$ cat config.mk
export PLATFORM = sky130hd
export DESIGN_NAME = dma_chan_ctl
export DESIGN_NICKNAME = d
export VERILOG_FILES = /design/src/rtl/dma_ctl_pkg.sv /design/src/rtl/dma_align_chk.sv /design/src/rtl/dma_ch_regs.sv /design/src/rtl/dma_ch_fsm.sv /design/src/rtl/dma_chan_ctl.sv
export SDC_FILE = /design/constraint.sdc
export NUM_CORES = 1
export LEC_CHECK = 0
export ABC_AREA = 1
export BUFFER_PORTS_ARGS = -buffer_cell sky130_fd_sc_hd__buf_2
export CAP_MARGIN = 5
export CORE_MARGIN = 3
export CORE_UTILIZATION = 55
export CTS_CLUSTER_DIAMETER = 100
export DETAILED_ROUTE_END_ITERATION = 10
export PLACE_DENSITY_LB_ADDON = 0.1
export SYNTH_ARGS = -nofsm -noshare
export SYNTH_HDL_FRONTEND = slang
export SYNTH_SLANG_ARGS = --single-unit
$ cat constraint.sdc
create_clock -name clk -period 23.8 [get_ports clk]
set_input_delay 1.19 -clock clk [delete_from_list [all_inputs] [get_ports clk]]
set_output_delay 1.19 -clock clk [all_outputs]
set_load 0.02 [all_outputs]
$ cat src/rtl/dma_ctl_pkg.sv
package dma_ctl_pkg;
  localparam int WC_W = 2;

  typedef enum logic [1:0] {
    CH_IDLE  = 2'd0,
    CH_RUN   = 2'd1,
    CH_PAUSE = 2'd2,
    CH_DRAIN = 2'd3
  } ch_state_e;
endpackage

$ cat src/rtl/dma_align_chk.sv
module dma_align_chk
  import dma_ctl_pkg::*;
#(
  parameter int ADDR_W = 32
) (
  input  logic [ADDR_W-1:0] addr,
  input  logic [WC_W-1:0]   wcode,
  output logic              ok
);
  localparam logic [ADDR_W-1:0] ONE = {{(ADDR_W-1){1'b0}}, 1'b1};

  logic [ADDR_W-1:0] low_mask;

  always_comb begin
    low_mask = (ONE << wcode) - ONE;
    ok       = ~|(addr & low_mask);
  end
endmodule

$ cat src/rtl/dma_ch_regs.sv
module dma_ch_regs
  import dma_ctl_pkg::*;
#(
  parameter int ADDR_W = 32
) (
  input  logic              clk,
  input  logic              rst_n,
  input  logic              wr_sel,
  input  logic              ch_busy,
  input  logic [ADDR_W-1:0] src_addr_i,
  input  logic [ADDR_W-1:0] dst_addr_i,
  input  logic [WC_W-1:0]   src_wc_i,
  input  logic [WC_W-1:0]   dst_wc_i,
  output logic [ADDR_W-1:0] src_addr_q,
  output logic [ADDR_W-1:0] dst_addr_q,
  output logic [WC_W-1:0]   src_wc_q,
  output logic [WC_W-1:0]   dst_wc_q
);
  logic              wr_ok;
  logic [ADDR_W-1:0] src_addr_d, dst_addr_d;
  logic [WC_W-1:0]   src_wc_d, dst_wc_d;

  always_comb begin
    wr_ok      = wr_sel & ~ch_busy;
    src_addr_d = wr_ok ? src_addr_i : src_addr_q;
    dst_addr_d = wr_ok ? dst_addr_i : dst_addr_q;
    src_wc_d   = wr_ok ? src_wc_i   : src_wc_q;
    dst_wc_d   = wr_ok ? dst_wc_i   : dst_wc_q;
  end

  always_ff @(posedge clk or negedge rst_n) begin
    if (!rst_n) begin
      src_addr_q <= '0;
      dst_addr_q <= '0;
      src_wc_q   <= '0;
      dst_wc_q   <= '0;
    end else begin
      src_addr_q <= src_addr_d;
      dst_addr_q <= dst_addr_d;
      src_wc_q   <= src_wc_d;
      dst_wc_q   <= dst_wc_d;
    end
  end

  AST_WR_BLOCKED_BUSY: assert property (@(posedge clk) disable iff (!rst_n)
    ch_busy |=> ($stable(src_addr_q) && $stable(dst_addr_q) && $stable(src_wc_q) && $stable(dst_wc_q)));
endmodule

$ cat src/rtl/dma_ch_fsm.sv
module dma_ch_fsm
  import dma_ctl_pkg::*;
(
  input  logic clk,
  input  logic rst_n,
  input  logic glb_en,
  input  logic start_req,
  input  logic stop_req,
  input  logic pause_req,
  input  logic cont_req,
  input  logic burst_active,
  input  logic burst_done,
  input  logic cfg_ok,
  output logic en_stat,
  output logic pause_stat,
  output logic src_ok,
  output logic dst_ok,
  output logic flush,
  output logic err
);
  ch_state_e state_q, state_d;
  logic      flush_d, err_d, stop_any, err_set;

  always_comb begin
    state_d  = state_q;
    err_set  = 1'b0;
    flush_d  = 1'b0;
    stop_any = stop_req | ~glb_en;
    case (state_q)
      CH_IDLE: begin
        if (start_req && glb_en) begin
          if (cfg_ok) state_d = CH_RUN;
          else        err_set = 1'b1;
        end
      end
      CH_RUN: begin
        if (stop_any)       state_d = CH_DRAIN;
        else if (pause_req) state_d = CH_PAUSE;
      end
      CH_PAUSE: begin
        if (stop_any)      state_d = CH_DRAIN;
        else if (cont_req) state_d = CH_RUN;
      end
      CH_DRAIN: begin
        if (start_req && glb_en) err_set = 1'b1;
        if (!burst_active || burst_done) begin
          state_d = CH_IDLE;
          flush_d = 1'b1;
        end
      end
      default: state_d = CH_IDLE;
    endcase
    err_d = err | err_set;
  end

  always_ff @(posedge clk or negedge rst_n) begin
    if (!rst_n) begin
      state_q <= CH_IDLE;
      flush   <= 1'b0;
      err     <= 1'b0;
    end else begin
      state_q <= state_d;
      flush   <= flush_d;
      err     <= err_d;
    end
  end

  always_comb begin
    en_stat    = (state_q != CH_IDLE);
    pause_stat = (state_q == CH_PAUSE);
    src_ok     = (state_q == CH_RUN);
    dst_ok     = (state_q == CH_RUN) || (state_q == CH_PAUSE);
  end

  AST_DRAIN_HOLDS_EN: assert property (@(posedge clk) disable iff (!rst_n)
    (state_q == CH_DRAIN && burst_active && !burst_done) |=> en_stat);
  AST_GLB_OFF_STOPS: assert property (@(posedge clk) disable iff (!rst_n)
    (!glb_en && src_ok) |=> !src_ok);
  AST_NO_START_GLB_OFF: assert property (@(posedge clk) disable iff (!rst_n)
    (state_q == CH_IDLE && !glb_en) |=> (!en_stat && $stable(err)));
  AST_BAD_CFG_NO_START: assert property (@(posedge clk) disable iff (!rst_n)
    (state_q == CH_IDLE && start_req && glb_en && !cfg_ok) |=> (!en_stat && err));
  AST_ERR_STICKY: assert property (@(posedge clk) disable iff (!rst_n)
    err |=> err);
  AST_DRAIN_START_ERR: assert property (@(posedge clk) disable iff (!rst_n)
    (state_q == CH_DRAIN && start_req && glb_en) |=> (err && !src_ok));
  AST_FLUSH_SINGLE: assert property (@(posedge clk) disable iff (!rst_n)
    flush |=> !flush);
  AST_FLUSH_AFTER_DRAIN: assert property (@(posedge clk) disable iff (!rst_n)
    flush |-> (!en_stat && $past(state_q) == CH_DRAIN));
  AST_STOP_BEATS_PAUSE: assert property (@(posedge clk) disable iff (!rst_n)
    (src_ok && stop_req && pause_req) |=> (!pause_stat && en_stat));
endmodule

$ cat src/rtl/dma_chan_ctl.sv
module dma_chan_ctl
  import dma_ctl_pkg::*;
#(
  parameter int NUM_CH = 4,
  parameter int ADDR_W = 32,
  localparam int CH_W  = (NUM_CH > 1) ? $clog2(NUM_CH) : 1
) (
  input  logic                     clk,
  input  logic                     rst_n,
  input  logic                     glb_en,
  input  logic [NUM_CH-1:0]        start_req,
  input  logic [NUM_CH-1:0]        stop_req,
  input  logic [NUM_CH-1:0]        pause_req,
  input  logic [NUM_CH-1:0]        cont_req,
  input  logic [NUM_CH-1:0]        burst_active,
  input  logic [NUM_CH-1:0]        burst_done,
  input  logic                     prm_wr,
  input  logic [CH_W-1:0]          prm_ch,
  input  logic [ADDR_W-1:0]        prm_src_addr,
  input  logic [ADDR_W-1:0]        prm_dst_addr,
  input  logic [WC_W-1:0]          prm_src_wc,
  input  logic [WC_W-1:0]          prm_dst_wc,
  output logic [NUM_CH*ADDR_W-1:0] ch_src_addr,
  output logic [NUM_CH*ADDR_W-1:0] ch_dst_addr,
  output logic [NUM_CH*WC_W-1:0]   ch_src_wc,
  output logic [NUM_CH*WC_W-1:0]   ch_dst_wc,
  output logic [NUM_CH-1:0]        en_stat,
  output logic [NUM_CH-1:0]        pause_stat,
  output logic [NUM_CH-1:0]        src_ok,
  output logic [NUM_CH-1:0]        dst_ok,
  output logic [NUM_CH-1:0]        flush,
  output logic [NUM_CH-1:0]        err
);
  logic rst_meta_q, rst_sync_n;

  always_ff @(posedge clk or negedge rst_n) begin
    if (!rst_n) begin
      rst_meta_q <= 1'b0;
      rst_sync_n <= 1'b0;
    end else begin
      rst_meta_q <= 1'b1;
      rst_sync_n <= rst_meta_q;
    end
  end

  for (genvar c = 0; c < NUM_CH; c++) begin : g_ch
    logic              sel, src_al, dst_al;
    logic [ADDR_W-1:0] sa_q, da_q;
    logic [WC_W-1:0]   sw_q, dw_q;

    assign sel = prm_wr && (prm_ch == CH_W'(c));

    dma_ch_regs #(.ADDR_W(ADDR_W)) u_regs (
      .clk        (clk),
      .rst_n      (rst_sync_n),
      .wr_sel     (sel),
      .ch_busy    (en_stat[c]),
      .src_addr_i (prm_src_addr),
      .dst_addr_i (prm_dst_addr),
      .src_wc_i   (prm_src_wc),
      .dst_wc_i   (prm_dst_wc),
      .src_addr_q (sa_q),
      .dst_addr_q (da_q),
      .src_wc_q   (sw_q),
      .dst_wc_q   (dw_q)
    );

    dma_align_chk #(.ADDR_W(ADDR_W)) u_src_al (
      .addr (sa_q), .wcode (sw_q), .ok (src_al)
    );

    dma_align_chk #(.ADDR_W(ADDR_W)) u_dst_al (
      .addr (da_q), .wcode (dw_q), .ok (dst_al)
    );

    dma_ch_fsm u_fsm (
      .clk          (clk),
      .rst_n        (rst_sync_n),
      .glb_en       (glb_en),
      .start_req    (start_req[c]),
      .stop_req     (stop_req[c]),
      .pause_req    (pause_req[c]),
      .cont_req     (cont_req[c]),
      .burst_active (burst_active[c]),
      .burst_done   (burst_done[c]),
      .cfg_ok       (src_al & dst_al),
      .en_stat      (en_stat[c]),
      .pause_stat   (pause_stat[c]),
      .src_ok       (src_ok[c]),
      .dst_ok       (dst_ok[c]),
      .flush        (flush[c]),
      .err          (err[c])
    );

    assign ch_src_addr[c*ADDR_W +: ADDR_W] = sa_q;
    assign ch_dst_addr[c*ADDR_W +: ADDR_W] = da_q;
    assign ch_src_wc[c*WC_W +: WC_W]       = sw_q;
    assign ch_dst_wc[c*WC_W +: WC_W]       = dw_q;
  end

  AST_PAUSE_KEEPS_DST: assert property (@(posedge clk) disable iff (!rst_sync_n)
    ((dst_ok & ~src_ok) == pause_stat));
  AST_CONT_RESUMES: assert property (@(posedge clk) disable iff (!rst_sync_n)
    (pause_stat[0] && cont_req[0] && !stop_req[0] && glb_en) |=> src_ok[0]);
endmodule

## Word-level counts from Yosys, hierarchy flattened

Index checks and enable logic that the tools add are counted.

| cells by class | value |
|---|---|
| add/sub/neg operators | 8 |
| $mul | 0 |
| divide/modulo/power cells | 0 |
| $lt $le $gt $ge | 0 |
| equal/unequal tests | 35 |
| shift-type cells | 8 |
| multiplexer cells | 56 |
| bitwise gates (word level) | 29 |
| reductions and logical operators | 49 |

Operators by type and width:

| cell | count |
|---|---|
| $and A32 B32 Y32 | 8 |
| $reduce_or A32 Y1 | 8 |
| $shl A1 B2 Y32 const A | 8 |
| $sub A32 B1 Y32 const B | 8 |
| $mux W2 | 28 |
| $pmux W2 S4 | 4 |
| $ne A2 B1 Y1 const B | 12 |
| $ne A3 B3 Y1 const B | 8 |
| $eq A2 B2 Y1 const B | 10 |
| $mux W1 | 20 |
| $reduce_and A5 Y1 | 4 |
| $logic_not A1 Y1 | 12 |
| $eq A2 B1 Y1 const B | 5 |
| $logic_not A2 Y1 | 5 |
| $and A1 B1 Y1 | 8 |
| $logic_and A1 B1 Y1 | 8 |
| $logic_or A1 B1 Y1 | 8 |
| $or A1 B1 Y1 | 8 |
| $pmux W1 S2 | 4 |
| $reduce_bool A2 Y1 | 4 |
| $not A1 Y1 | 5 |

| storage, ports and cells | value |
|---|---|
| register bits after elaboration | 290 |
| bits in latches | 0 |
| RAM bits | 0 |
| memory bits (read-only) | 0 |
| output and inout port bits | 296 |
| memories | 0 |

## Logic depth before layout (Yosys ltp)

| depth | value |
|---|---|
| depth in word-level cells | 10 |
| mapped depth | 14 |
| gate-level depth less buffers | 14 |

## Cells and area by module

From an unflattened synthesis, not the netlist that was laid out.

| unflattened totals | value |
|---|---|
| cells, all modules | 1699 |
| area, all modules | 13741.9 um^2 |

By module, submodules not included:

| module | times used | cells each | area an instance (um^2) |
|---|---|---|---|
| dma_ch_regs | 4 | 296 | 2700.1 |
| dma_align_chk | 8 | 39 | 180.2 |
| dma_ch_fsm | 4 | 46 | 346.6 |
| dma_chan_ctl | 1 | 19 | 113.9 |

## Least setup slack after synthesis

Ideal clock, no wire load.

| timing | value |
|---|---|
| path kind | reg-to-output |
| start | reg g_ch[3].u_fsm.state_q[0] |
| end | out en_stat[3] |
| data arrival time | 0.962 ns |
| setup slack | 21.648 ns |
| cell stages (with the launch flop) | 5 |
| buffers on the path | 1 |
| cells stage by stage | dfrtp_1 > inv_1 > ha_1 > inv_1 > buf_4 |

| on the way | value |
|---|---|
| word-level cells in the longest chain between the ends | 1 |

RTL lines:

| element | line | source |
|---|---|---|
| start, declared | dma_ch_fsm.sv:21 | `ch_state_e state_q, state_d;` |
| start signal, assigned | dma_ch_fsm.sv:62 | `state_q <= state_d;` |
| $reduce_bool A2 Y1 | dma_ch_fsm.sv:69 | `en_stat = (state_q != CH_IDLE);` |
| end, declared | dma_chan_ctl.sv:27 | `output logic [NUM_CH-1:0] en_stat,` |

No other way between the ends.

## Final worst setup path

Same ends and word-level chain as after synthesis.

==> impl_metrics.py <==
metrics = {
    "grt": {
        "gr-total-overflow": 0,
        "gr-usage-all-layers_pct": 27.42,
        "grt_pass1_wl_mm": 52.48,
        "antenna_found_initial": 2,
        "number_of_global_route_vias_before_repair": 9733,
        "grt_max_degree": 176,
    },
    "die": {
        "dieArea_um2": 23490,
        "die-width_um": 153.3,
        "num_io_pins": 394,
        "initial_core_util_pct": 56.37,
        "coreArea_um2": 21150,
        "die_boundary_height_um": 153.3,
        "row_count": 53,
    },
    "power_and_ir_drop": {
        "report.power.total_uw": 2444,
        "p_per_area_nw_per_um2": 162.9,
        "p_leak_uw": 0.008211,
        "max-vdd-ir-drop_v": 0.00009805,
    },
    "sta": {
        "number_of_max_slew_violations_in_the_final_report": 0,
        "final_min_period_over_clock_period_pct": 12.15,
        "worst-slew-pin-transition_ns": 1.134,
        "clock-skew-final_ns": 0.008300,
        "slew_headroom_pct": 24.39,
        "setup_viol": 0,
        "hold_ws_ns": 0.3183,
        "fmax_mhz": 345.9,
        "fin_tns_setup_ns": 0,
        "post-route-min-period_ns": 2.891,
        "timing.final.hold_violations": 0,
        "grt_setup_unrepaired": "false",
    },
    "cts": {
        "cts-root-to-sink-buffers": 3,
        "post-cts-setup-buffers": 0,
        "tritoncts_num_sinks": 290,
        "cts-htree-levels": 1,
        "cts_repair_resize_count": 0,
        "ctsHoldBuffers": 0,
        "clk_pin_slew_ns": 0.06,
        "tritoncts_clock_tree": "yes",
        "tritoncts.num_buffers": 29,
        "clk_latency_ns": 0.54,
        "clock_tree.root_cell": "clkbuf_16",
    },
    "synth": {
        "syn_area_per_cell_um2": 9.027,
        "yosys.area.top_type_share_pct": 60.85,
        "post_synth_main_area_contributors": "dfrtp_1 (61%), nand2_1 (9.8%), o21ai_0 (8.3%)",
        "yosysMostFrequentCell": "nand2_1",
        "synth_edf_count": 0,
        "synth_top_flop_cell": "dfrtp_1",
        "yosys-top-cells-count": "nand2_1 (312), dfrtp_1 (290), o21ai_0 (197)",
        "yosysSeqAreaShare_pct": 60.85,
        "yosysUniqueCellTypes": 21,
        "ys_warns": 0,
        "synth_top_area_cell": "dfrtp_1",
        "synthesis.nets": 1443,
        "cell_count_after_synthesis": 1321,
        "fraction_of_registers_with_async_set_reset_pct": 100.0,
        "ys_ff_latch": 290,
        "syn-cell-area_um2": 11930,
    },
    "final_layout": {
        "finish.utilization_pct": 70.91,
        "post_route_cells_drive_above_1_share_pct": 27.08,
        "area_growth_syn_to_layout_pct": 25.78,
        "nets": 1794,
        "layout.cells.non_filler": 1972,
    },
    "drt": {
        "drt_pass_1_iters": 5,
        "wirelength_mm": 32.68,
        "detail-route-antenna-nets": 0,
        "vias": 10000,
        "routed_wire_length_per_instance_um": 16.57,
        "routed_via_density": 5.072,
        "drt_drc_violations_left": 0,
        "drt_iter0_drc": 683,
    },
    "placed_design": {
        "placed_cells": 1916,
        "port_buffers": 393,
        "place_congestion": 0.8793,
        "hpwlAfterDp_mm": 23.10,
    },
    "critical_path": {
        "critical_path.max_fanout": 6,
        "cp-end-kind": "output port",
        "worst_path_max_delay_cell": "dfrtp_1",
        "timing.critical_path.mode_cell": "inv_1",
        "critical_path_cell_by_cell": "inv_1 -> ha_1 -> inv_1 -> buf_2",
        "path_class": "flip-flop to output port",
        "cp.arrival_ns": 1.70,
        "cp-start-kind": "flip-flop",
        "timing.critical_path.slowest_cell_delay_ns": 0.43,
        "required_ns": 22.61,
    },
    "worst_hold_path": {
        "holdCritPathClass": "flip-flop to asynchronous set/reset pin",
    },
    "job": {
        "timing.max_cap.violations": 0,
    },
    "run_status": {
        "status": "complete, no violations",
    },
}
## final cells by class
class / count / area (µm²)
Antenna cell: 2 / 5.005
Tap cell: 275 / 344.1
Multi-Input combinational cell: 804 / 3701
Clock buffer: 38 / 839.6
Timing Repair Buffer: 400 / 2032
Inverter: 147 / 551.8
Sequential cell: 290 / 7261
Clock inverter: 16 / 265.3
Fill cell: 1691 / 6155
## worst paths after layout
check | startpoint | endpoint | slack, ns | cells after the start
min in group clk | rst_meta_q | rst_sync_n | 0.35 | 0
setup / recovery | g_ch[3].u_fsm.state_q[0] | en_stat[3] | 20.91 | 4
max in group asynchronous | rst_sync_n | g_ch[0].u_fsm.err | 22.17 | 1
setup reg to reg | g_ch[3].u_fsm.state_q[1] | g_ch[3].u_regs.src_addr_q[9] | 21.13 | 8
hold / removal | rst_sync_n | g_ch[2].u_regs.dst_addr_q[28] | 0.32 | 0
hold reg to reg | rst_sync_n | g_ch[2].u_regs.dst_addr_q[28] | 0.32 | 0
## metrics by stage
stage               instance area [µm²]  setup WS (ns)
finish                            15000          20.91
global route                      15000          20.81
CTS                               14990          20.89
detailed placement                13890          20.59
global placement                  13890          20.68
floorplan                         11930          15.12
## critical path, delay by kind of cell, from the launching register on
kind / cells / cell delay, ns
flip-flops: 1 / 0.43
buffers and inverters: 3 / 0.48
adder cells (fa/ha/maj): 1 / 0.25
## metal layers
layer | GRT usage (%) | share of wire [%]
met4 | 8.358 | 3.1
met3 | 6.767 | 8.0
met1 | 35.60 | 40
met2 | 45.99 | 49
met5 | 0 | 0
## logic make-up (layout without fill, tap and decap cells)
kind of cell | Yosys count | after routing | synth area share (%)
AO/OA/AOI/OAI | 296 | 296 | 12.58
adder cells (fa/ha/maj) | 24 | 24 | 2.518
buffers and inverters | 227 | 601 | 8.310
flip-flops | 290 | 290 | 60.85
other | 1 | 3 | 0.03145
AND/OR/NAND/NOR | 483 | 483 | 15.71
## sequential cells by signal, indices dropped and copies added, names as in the netlist
name and flops:
g_ch.u_regs.dst_addr_q 128, g_ch.u_regs.src_addr_q 128, g_ch.u_fsm.state_q 8, g_ch.u_regs.dst_wc_q 8
g_ch.u_regs.src_wc_q 8, g_ch.u_fsm.err 4, g_ch.u_fsm.flush 4, rst_meta_q 1
rst_sync_n 1
## cell usage in the layout, fill, tap and decap left out, drive strengths merged
cell / count
a21oi: 71
buf: 400
bufinv: 7
clkbuf: 38
clkinv: 7
clkinvlp: 1
conb: 1
dfrtp: 290
diode: 2
ha: 24
inv: 148
nand2: 312
nand3: 25
nand4: 1
nor2: 144
o211ai: 3
o21ai: 216
o22ai: 4
o311ai: 1
o31ai: 1
or2: 1
## power breakdown
group          internal, µW  switching (µW)
clock                   324             193
combinational           336             703
sequential              729             160
Note: power is estimated with default switching activity, not from simulation.
